## config.mk

```make
export PLATFORM = sky130hd
export DESIGN_NAME = text_raster_top
export DESIGN_NICKNAME = d
export VERILOG_FILES = /design/src/rtl/text_raster_pkg.sv /design/src/rtl/raster_timer.sv /design/src/rtl/cell_fetch.sv /design/src/rtl/pixel_out.sv /design/src/rtl/text_raster_top.sv
export SDC_FILE = /design/constraint.sdc
export NUM_CORES = 1
export LEC_CHECK = 0
export BUFFER_PORTS_ARGS = -buffer_cell sky130_fd_sc_hd__buf_2
export CAP_MARGIN = 20
export CORE_ASPECT_RATIO = 0.9
export CORE_MARGIN = 2
export CORE_UTILIZATION = 40
export DETAILED_ROUTE_END_ITERATION = 12
export PLACE_DENSITY = 0.64
export SLEW_MARGIN = 15
export SYNTH_ARGS = -nofsm -noshare
export SYNTH_HDL_FRONTEND = slang
export SYNTH_SLANG_ARGS = --single-unit
```

## constraint.sdc

```tcl
create_clock -name clk -period 2.8 [get_ports clk]
set_input_delay 0.14 -clock clk [delete_from_list [all_inputs] [get_ports clk]]
set_output_delay 0.14 -clock clk [all_outputs]
set_load 0.02 [all_outputs]
```

## src/rtl/text_raster_pkg.sv

```systemverilog
package text_raster_pkg;

    localparam int CHAR_W   = 8;
    localparam int CELL_PX  = 8;
    localparam int SCAN_W   = 3;
    localparam int GLYPH_AW = CHAR_W + 1 + SCAN_W;

    typedef enum logic [2:0] {
        FS_IDLE,
        FS_CHAR,
        FS_ATTR,
        FS_COLOR,
        FS_GLYPH,
        FS_LOAD
    } fetch_state_e;

    // Stored attribute order to internal order: bit 7 stays, colours become RGB.
    function automatic logic [7:0] swizzle_attr(input logic [7:0] a);
        return {a[7], a[3], a[4], a[6], a[5], a[0], a[2], a[1]};
    endfunction

endpackage

```

## src/rtl/raster_timer.sv

```systemverilog
module raster_timer #(
    parameter int H_TOTAL = 568,
    parameter int V_TOTAL = 312,
    parameter int H_INIT  = 0,
    parameter int V_INIT  = 0,
    localparam int HW = $clog2(H_TOTAL),
    localparam int VW = $clog2(V_TOTAL)
) (
    input  logic          clk,
    input  logic          rst_n,
    output logic [HW-1:0] hpos,
    output logic [VW-1:0] vpos
);

    localparam logic [HW-1:0] H_LAST = HW'(H_TOTAL - 1);
    localparam logic [VW-1:0] V_LAST = VW'(V_TOTAL - 1);

    always_ff @(posedge clk) begin
        if (!rst_n) begin
            hpos <= HW'(H_INIT);
            vpos <= VW'(V_INIT);
        end else if (hpos == H_LAST) begin
            hpos <= '0;
            vpos <= (vpos == V_LAST) ? '0 : vpos + 1'b1;
        end else begin
            hpos <= hpos + 1'b1;
        end
    end

    a_r1_h_range: assert property (@(posedge clk) disable iff (!rst_n)
        hpos <= H_LAST);
    a_r1_h_wrap: assert property (@(posedge clk) disable iff (!rst_n)
        (hpos == H_LAST) |=> (hpos == '0));
    a_r1_v_range: assert property (@(posedge clk) disable iff (!rst_n)
        vpos <= V_LAST);

endmodule

```

## src/rtl/cell_fetch.sv

```systemverilog
module cell_fetch
    import text_raster_pkg::*;
#(
    parameter int COLS      = 40,
    parameter int ROWS      = 25,
    parameter int ADDR_W    = 12,
    parameter int ATTR_BASE = 'h800,
    parameter int HW        = 10,
    parameter int VW        = 9
) (
    input  logic                clk,
    input  logic                rst_n,
    input  logic [HW-1:0]       fh,
    input  logic [VW-1:0]       fv,
    output logic [ADDR_W-1:0]   vram_addr,
    input  logic [7:0]          vram_rdata,
    output logic [GLYPH_AW-1:0] glyph_addr,
    input  logic [7:0]          glyph_data,
    output logic                cell_load,
    output logic [7:0]          stage_glyph,
    output logic [2:0]          stage_fg,
    output logic [2:0]          stage_bg
);

    localparam logic [HW-1:0] ACT_W = HW'(COLS * CELL_PX);
    localparam logic [VW-1:0] ACT_H = VW'(ROWS * CELL_PX);
    localparam logic [ADDR_W-1:0] ATTR_OFS = ADDR_W'(ATTR_BASE);

    fetch_state_e state, nxt;

    logic              in_area;
    logic              fetch_go;
    logic [ADDR_W-1:0] cell_idx;
    logic [ADDR_W-1:0] idx_q;
    logic [SCAN_W-1:0] scan_q;
    logic [7:0]        char_q;
    logic [7:0]        attr_q;

    assign in_area   = (fh < ACT_W) && (fv < ACT_H);
    assign fetch_go  = in_area && (fh[SCAN_W-1:0] == '0);
    assign cell_load = in_area && (fh[SCAN_W-1:0] == '1);
    assign cell_idx  = ADDR_W'(int'(fv >> SCAN_W) * COLS + int'(fh >> SCAN_W));

    // State register
    always_ff @(posedge clk) begin
        if (!rst_n) state <= FS_IDLE;
        else        state <= nxt;
    end

    // Transitions
    always_comb begin
        nxt = state;
        unique case (state)
            FS_IDLE:  nxt = fetch_go ? FS_CHAR : FS_IDLE;
            FS_CHAR:  nxt = FS_ATTR;
            FS_ATTR:  nxt = FS_COLOR;
            FS_COLOR: nxt = FS_GLYPH;
            FS_GLYPH: nxt = FS_LOAD;
            FS_LOAD:  nxt = FS_IDLE;
            default:  nxt = FS_IDLE;
        endcase
    end

    // Outputs
    always_comb begin
        vram_addr  = '0;
        glyph_addr = {attr_q[7], char_q, scan_q};
        unique case (state)
            FS_CHAR: vram_addr = idx_q;
            FS_ATTR: vram_addr = idx_q + ATTR_OFS;
            default: vram_addr = '0;
        endcase
    end

    // Capture registers
    always_ff @(posedge clk) begin
        if (!rst_n) begin
            idx_q       <= '0;
            scan_q      <= '0;
            char_q      <= '0;
            attr_q      <= '0;
            stage_glyph <= '0;
            stage_fg    <= '0;
            stage_bg    <= '0;
        end else begin
            if (fetch_go) begin
                idx_q  <= cell_idx;
                scan_q <= fv[SCAN_W-1:0];
            end
            if (state == FS_ATTR)  char_q <= vram_rdata;
            if (state == FS_COLOR) attr_q <= swizzle_attr(vram_rdata);
            if (state == FS_LOAD) begin
                stage_glyph <= glyph_data;
                stage_fg    <= attr_q[5:3];
                stage_bg    <= attr_q[2:0];
            end
        end
    end

    a_r10_slot_free: assert property (@(posedge clk) disable iff (!rst_n)
        fetch_go |-> (state == FS_IDLE));
    a_r10_char_then_attr: assert property (@(posedge clk) disable iff (!rst_n)
        (state == FS_CHAR) |=> (state == FS_ATTR));
    a_r4_attr_offset: assert property (@(posedge clk) disable iff (!rst_n)
        (state == FS_ATTR) |-> (vram_addr == ADDR_W'($past(vram_addr) + ATTR_OFS)));
    a_r7_scanline: assert property (@(posedge clk) disable iff (!rst_n)
        (state == FS_GLYPH) |-> (glyph_addr[SCAN_W-1:0] == fv[SCAN_W-1:0]));

endmodule

```

## src/rtl/pixel_out.sv

```systemverilog
module pixel_out (
    input  logic       clk,
    input  logic       rst_n,
    input  logic       load,
    input  logic [7:0] glyph,
    input  logic [2:0] fg,
    input  logic [2:0] bg,
    input  logic       act_in,
    input  logic       hs_in,
    input  logic       vs_in,
    output logic [2:0] pix_rgb,
    output logic       hsync,
    output logic       vsync,
    output logic       blank
);

    logic [7:0] sh;
    logic [2:0] fg_s, bg_s;

    always_ff @(posedge clk) begin
        if (!rst_n) begin
            sh   <= '0;
            fg_s <= '0;
            bg_s <= '0;
        end else if (load) begin
            sh   <= glyph;
            fg_s <= fg;
            bg_s <= bg;
        end else begin
            sh   <= sh >> 1;
        end
    end

    always_ff @(posedge clk) begin
        if (!rst_n) begin
            pix_rgb <= '0;
            hsync   <= 1'b0;
            vsync   <= 1'b0;
            blank   <= 1'b1;
        end else begin
            pix_rgb <= !act_in ? 3'b000 : (sh[0] ? fg_s : bg_s);
            hsync   <= hs_in;
            vsync   <= vs_in;
            blank   <= !act_in;
        end
    end

endmodule

```

## src/rtl/text_raster_top.sv

```systemverilog
module text_raster_top
    import text_raster_pkg::*;
#(
    parameter int COLS      = 40,
    parameter int ROWS      = 25,
    parameter int H_TOTAL   = 568,
    parameter int V_TOTAL   = 312,
    parameter int HS_START  = 344,
    parameter int HS_LEN    = 48,
    parameter int VS_START  = 220,
    parameter int VS_LEN    = 4,
    parameter int ADDR_W    = 12,
    parameter int ATTR_BASE = 'h800
) (
    input  logic                clk,
    input  logic                rst_n,
    output logic [ADDR_W-1:0]   vram_addr,
    input  logic [7:0]          vram_rdata,
    output logic [GLYPH_AW-1:0] glyph_addr,
    input  logic [7:0]          glyph_data,
    output logic [2:0]          pix_rgb,
    output logic                hsync,
    output logic                vsync,
    output logic                blank
);

    localparam int HW   = $clog2(H_TOTAL);
    localparam int VW   = $clog2(V_TOTAL);
    localparam int LEAD = CELL_PX;
    localparam logic [HW-1:0] ACT_W = HW'(COLS * CELL_PX);
    localparam logic [VW-1:0] ACT_H = VW'(ROWS * CELL_PX);
    localparam logic [HW-1:0] HS_A  = HW'(HS_START);
    localparam logic [HW-1:0] HS_B  = HW'(HS_START + HS_LEN);
    localparam logic [VW-1:0] VS_A  = VW'(VS_START);
    localparam logic [VW-1:0] VS_B  = VW'(VS_START + VS_LEN);

    logic [HW-1:0] fh, dh;
    logic [VW-1:0] fv, dv;
    logic          cell_load;
    logic [7:0]    stage_glyph;
    logic [2:0]    stage_fg, stage_bg;
    logic          d_act, d_hs, d_vs;

    // Fetch timing leads display timing by one cell.
    raster_timer #(.H_TOTAL(H_TOTAL), .V_TOTAL(V_TOTAL), .H_INIT(0), .V_INIT(0)) u_fetch_tmr (
        .clk(clk), .rst_n(rst_n), .hpos(fh), .vpos(fv));

    raster_timer #(.H_TOTAL(H_TOTAL), .V_TOTAL(V_TOTAL),
                   .H_INIT(H_TOTAL - LEAD), .V_INIT(V_TOTAL - 1)) u_disp_tmr (
        .clk(clk), .rst_n(rst_n), .hpos(dh), .vpos(dv));

    cell_fetch #(.COLS(COLS), .ROWS(ROWS), .ADDR_W(ADDR_W), .ATTR_BASE(ATTR_BASE),
                 .HW(HW), .VW(VW)) u_fetch (
        .clk(clk), .rst_n(rst_n), .fh(fh), .fv(fv),
        .vram_addr(vram_addr), .vram_rdata(vram_rdata),
        .glyph_addr(glyph_addr), .glyph_data(glyph_data),
        .cell_load(cell_load), .stage_glyph(stage_glyph),
        .stage_fg(stage_fg), .stage_bg(stage_bg));

    assign d_act = (dh < ACT_W) && (dv < ACT_H);
    assign d_hs  = (dh >= HS_A) && (dh < HS_B);
    assign d_vs  = (dv >= VS_A) && (dv < VS_B);

    pixel_out u_pix (
        .clk(clk), .rst_n(rst_n), .load(cell_load), .glyph(stage_glyph),
        .fg(stage_fg), .bg(stage_bg), .act_in(d_act), .hs_in(d_hs), .vs_in(d_vs),
        .pix_rgb(pix_rgb), .hsync(hsync), .vsync(vsync), .blank(blank));

    a_r3_hsync_blanked: assert property (@(posedge clk) disable iff (!rst_n)
        hsync |-> blank);
    a_r3_vsync_blanked: assert property (@(posedge clk) disable iff (!rst_n)
        vsync |-> blank);
    a_r2_black_in_blank: assert property (@(posedge clk) disable iff (!rst_n)
        blank |-> (pix_rgb == 3'b000));

endmodule

```

==> run_results.csv <==
group,metric,value,unit
clock_network,ctsRootBufferMaster,"clkbuf_16",
timing,relSlewSlack,54.39,%
route,via_per_inst,4.972,
yosys,async_flop_share,0,%
clock_network,cts_made_buffers,9,
yosys,synth_compound_area_share,8.057,%
timing,slew_violations,0,
yosys,synthSimpleGateAreaFrac,23.11,%
floorplanning,start_util,40.53,%
route,wl_per_cell,12.64,um
placement,hpwl,6371,um
floorplanning,dieArea,12370,sq um
timing,fin_crit_sh,87.06,%
yosys,synth_edf_count,0,
timing,final_hold_viol_count,0,
yosys,yosysTopAreaCellShare,45.73,%
timing,post-route-min-period,2.438,ns
finish,regArea,2102,sq um
yosys,synth-xor-area-share,5.716,%
yosys,synth_area_leaders,"dfxtp_1 46%, mux2i_1 8.9%, nor2_1 6.9%, ha_1 4.9%, nand2_1 4.5%",
floorplanning,die_w,117,um
timing,setup_viol_count_final,0,
power_and_ir_drop,ir_drop,0.0002733,V
clock_network,post_cts_buffers,0,
route,drt-total-wl,9026,um
power_and_ir_drop,combPwrFrac,8.2,%
finish,fin_cells,714,
run_status,outcome,"complete, no violations",
grt,grt_max_degree,66,
setup_path,slowest_delay,0.52,ns
yosys,synth_nets,546,
clock_network,ctsResizeCount,0,
route,dr_total_vias,3550,
timing,rsz0062_at_grt,"false",
power_and_ir_drop,p_sw_share,25.91,%
yosys,synth_cells,508,
grt,grt_usage,15.39,%
grt,overflow,0,
power_and_ir_drop,p_int,0.002261,W
timing,finalSetupTns,0,ns
yosys,ys_ff_latch,105,
timing,worst_slack,0.3623,ns
yosys,yosys_warnings,0,
timing,finalClockSkew,0.009683,ns
power_and_ir_drop,p_leak,2.317,nW
route,drc,0,
grt,grt_pass1_wl,15350,um
placement,place_ws,0.3880,ns
power_and_ir_drop,p_sw,0.0007906,W
setup_path,cp_cell_sequence,"ha_1 > ha_1 > inv_1 > fa_1 > nand2b_1 > nor4_1 > xnor2_1 > a21oi_1",
setup_path,critPathTopFamily,"adder cells",
setup_path,crit_arrival,2.65,ns
route,drt-pass1-iter-count,5,
placement,placed_cells,697,
timing,tightest_slew,0.6838,ns
setup_path,crit_type,"flop to flop",
floorplanning,std_cell_rows,37,
setup_path,startpoint_type,"flop",
route,ant_nets,0,
clock_network,cts_tree,"built",
yosys,synth_top_cell_by_area,"dfxtp_1",
yosys,synth_cell_type_count,49,
yosys,synth_top_family_by_area,"simple AND/OR/NAND/NOR gates",
grt,first_global_vias,3314,
placement,gp_congestion,0.8606,
setup_path,crit_slowest_cell,"dfxtp_1",
timing,whs,0.02885,ns
setup_path,setup.worst_path.end_class,"flop",
route,drt_iter0_drc,198,
power_and_ir_drop,cellPowerDensity,575.0,nW/um^2
finish,fillers,1108,
yosys,netlist_area,4597,sq um
power_and_ir_drop,clkPwrFrac,40.5,%
floorplanning,fp.dieH,105.7,um
finish,nets,591,
clock_network,cts.htree.levels,3,
yosys,synth_adder_area_share,5.770,%
clock_network,hold_buffers,0,
setup_path,required,3.02,ns
finish,drive_gt1_share,14.70,%
yosys,seq_area_frac_synth,45.73,%
placement,numPortBuffers,47,
yosys,synth_mux_area_share,8.928,%
yosys,synth_ff_type,"dfxtp_1",
setup_path,crit_buf_inv,1,
clock_network,clkSinkCount,105,
finish,antenna_cells,0,
clock_network,clock_path_buffers,2,
grt,grt_antenna_before_repair,0,
power_and_ir_drop,seqPwrFrac,51.2,%
clock_network,clkTransAtPathRegs,0.08,ns
floorplanning,pin_count,48,
setup_path,path_common_cell,"ha_1",
timing,max_freq,410.2,MHz
setup_path,crit_fanout,9,
finish,multiInputGateArea,2371,sq um
floorplanning,core-area,11340,sq um
finish,area_growth,15.46,%
yosys,avgSynthCellArea,9.049,sq um
run,cap_violations,0,
min_path,hp-class,"primary input to flop",
clock_network,clock_latency,0.34,ns
## power by group through the flow
stage	clock (W)	sequential, W	combinational (W)
after floorplan	0	0.00160	0.000165
after global placement	0	0.00160	0.000248
after detailed placement	0	0.00160	0.000253
after CTS	0.00128	0.00156	0.000253
after global routing	0.00134	0.00157	0.000284
final	0.00124	0.00156	0.000251
## layer usage
metal | up-vias | GRT usage [%] | part of all wire, %
li1 | 1821 | - | -
met1 | 1668 | 21.05 | 50
met2 | 53 | 24.19 | 46
met3 | 8 | 3.508 | 3.3
met4 | 0 | 4.454 | 0.68
met5 | - | 0 | 0
## final timing paths
path	slack [ns]	from	cells after the start	end
worst min register to register	0.43	u_fetch.stage_glyph[7]	2	u_pix.sh[7]
worst max register to register	0.36	u_fetch_tmr.vpos[4]	8	u_fetch.idx_q[10]
worst max-delay path	0.36	u_fetch_tmr.vpos[4]	8	u_fetch.idx_q[10]
worst min-delay path	0.03	vram_rdata[3]	3	u_fetch.char_q[3]
## kinds of logic (layout without fill, tap and decap cells)
logic type,Yosys count,in the layout
xor+xnor,30,30
mux,41,41
simple gates,219,219
fa+ha+maj,20,20
buf+inv,29,79
flops,105,105
compound gates,64,64
## layout make-up
| type | count | share of cell area [%] |
|---|---|---|
| clock buffer | 9 | 4.243 |
| clock inverter | 7 | 1.367 |
| inverter | 9 | 0.6365 |
| multi-input combinational | 374 | 44.67 |
| sequential | 105 | 39.60 |
| tap | 156 | 3.678 |
| timing repair buffer | 54 | 5.799 |
## cells in the final DEF, fill, tap and decap left out, drive strengths merged, types with 4 or more instances in the layout
master / netlist / routed
a211oi: 4 / 4
a21oi: 34 / 34
and2: 12 / 12
and3: 11 / 11
buf: 7 / 54
clkbuf: 13 / 9
dfxtp: 105 / 105
ha: 18 / 18
inv: 9 / 12
mux2i: 41 / 41
nand2: 55 / 55
nand2b: 5 / 5
nand3: 12 / 12
nand4: 6 / 6
nor2: 86 / 86
nor3: 6 / 6
nor4: 4 / 4
o21ai: 15 / 15
or3: 4 / 4
xnor2: 18 / 18
xor2: 12 / 12
## metrics by stage
stage               instance area (sq um)  util [%]  total power (W)
floorplan                            4597         -         0.001770
global placement                     4982     43.93         0.001844
detailed placement                   4982     43.93         0.001850
CTS                                  5280     46.55         0.003094
global route                         5308     46.80         0.003192
finish                               5308     46.80         0.003052
## synth_stat cells (all sizes together), types with 2 or more instances
library cell / number
a211o: 2
a211oi: 4
a21o: 2
a21oi: 34
and2: 12
and3: 11
buf: 7
clkbuf: 13
dfxtp: 105
fa: 2
ha: 18
inv: 9
mux2i: 41
nand2: 55
nand2b: 5
nand3: 12
nand3b: 3
nand4: 6
nand4b: 3
nor2: 86
nor2b: 2
nor3: 6
nor4: 4
o21ai: 15
o311ai: 3
or2: 2
or3: 4
or4b: 3
xnor2: 18
xor2: 12
## registers in the layout (all words and copies together) (netlist names), 7 cells and up
signal / cells
u_fetch.idx_q: 12
u_disp_tmr.hpos: 10
u_fetch_tmr.hpos: 10
u_disp_tmr.vpos: 9
u_fetch_tmr.vpos: 9
u_fetch.char_q: 8
u_fetch.stage_glyph: 8
u_pix.sh: 8
u_fetch.attr_q: 7
## worst min-delay path, cell delays in order
cell     delay, ns
buf_2         0.08
mux2i_1       0.05
nor2_1        0.07
(Power assumes the default switching activity.)
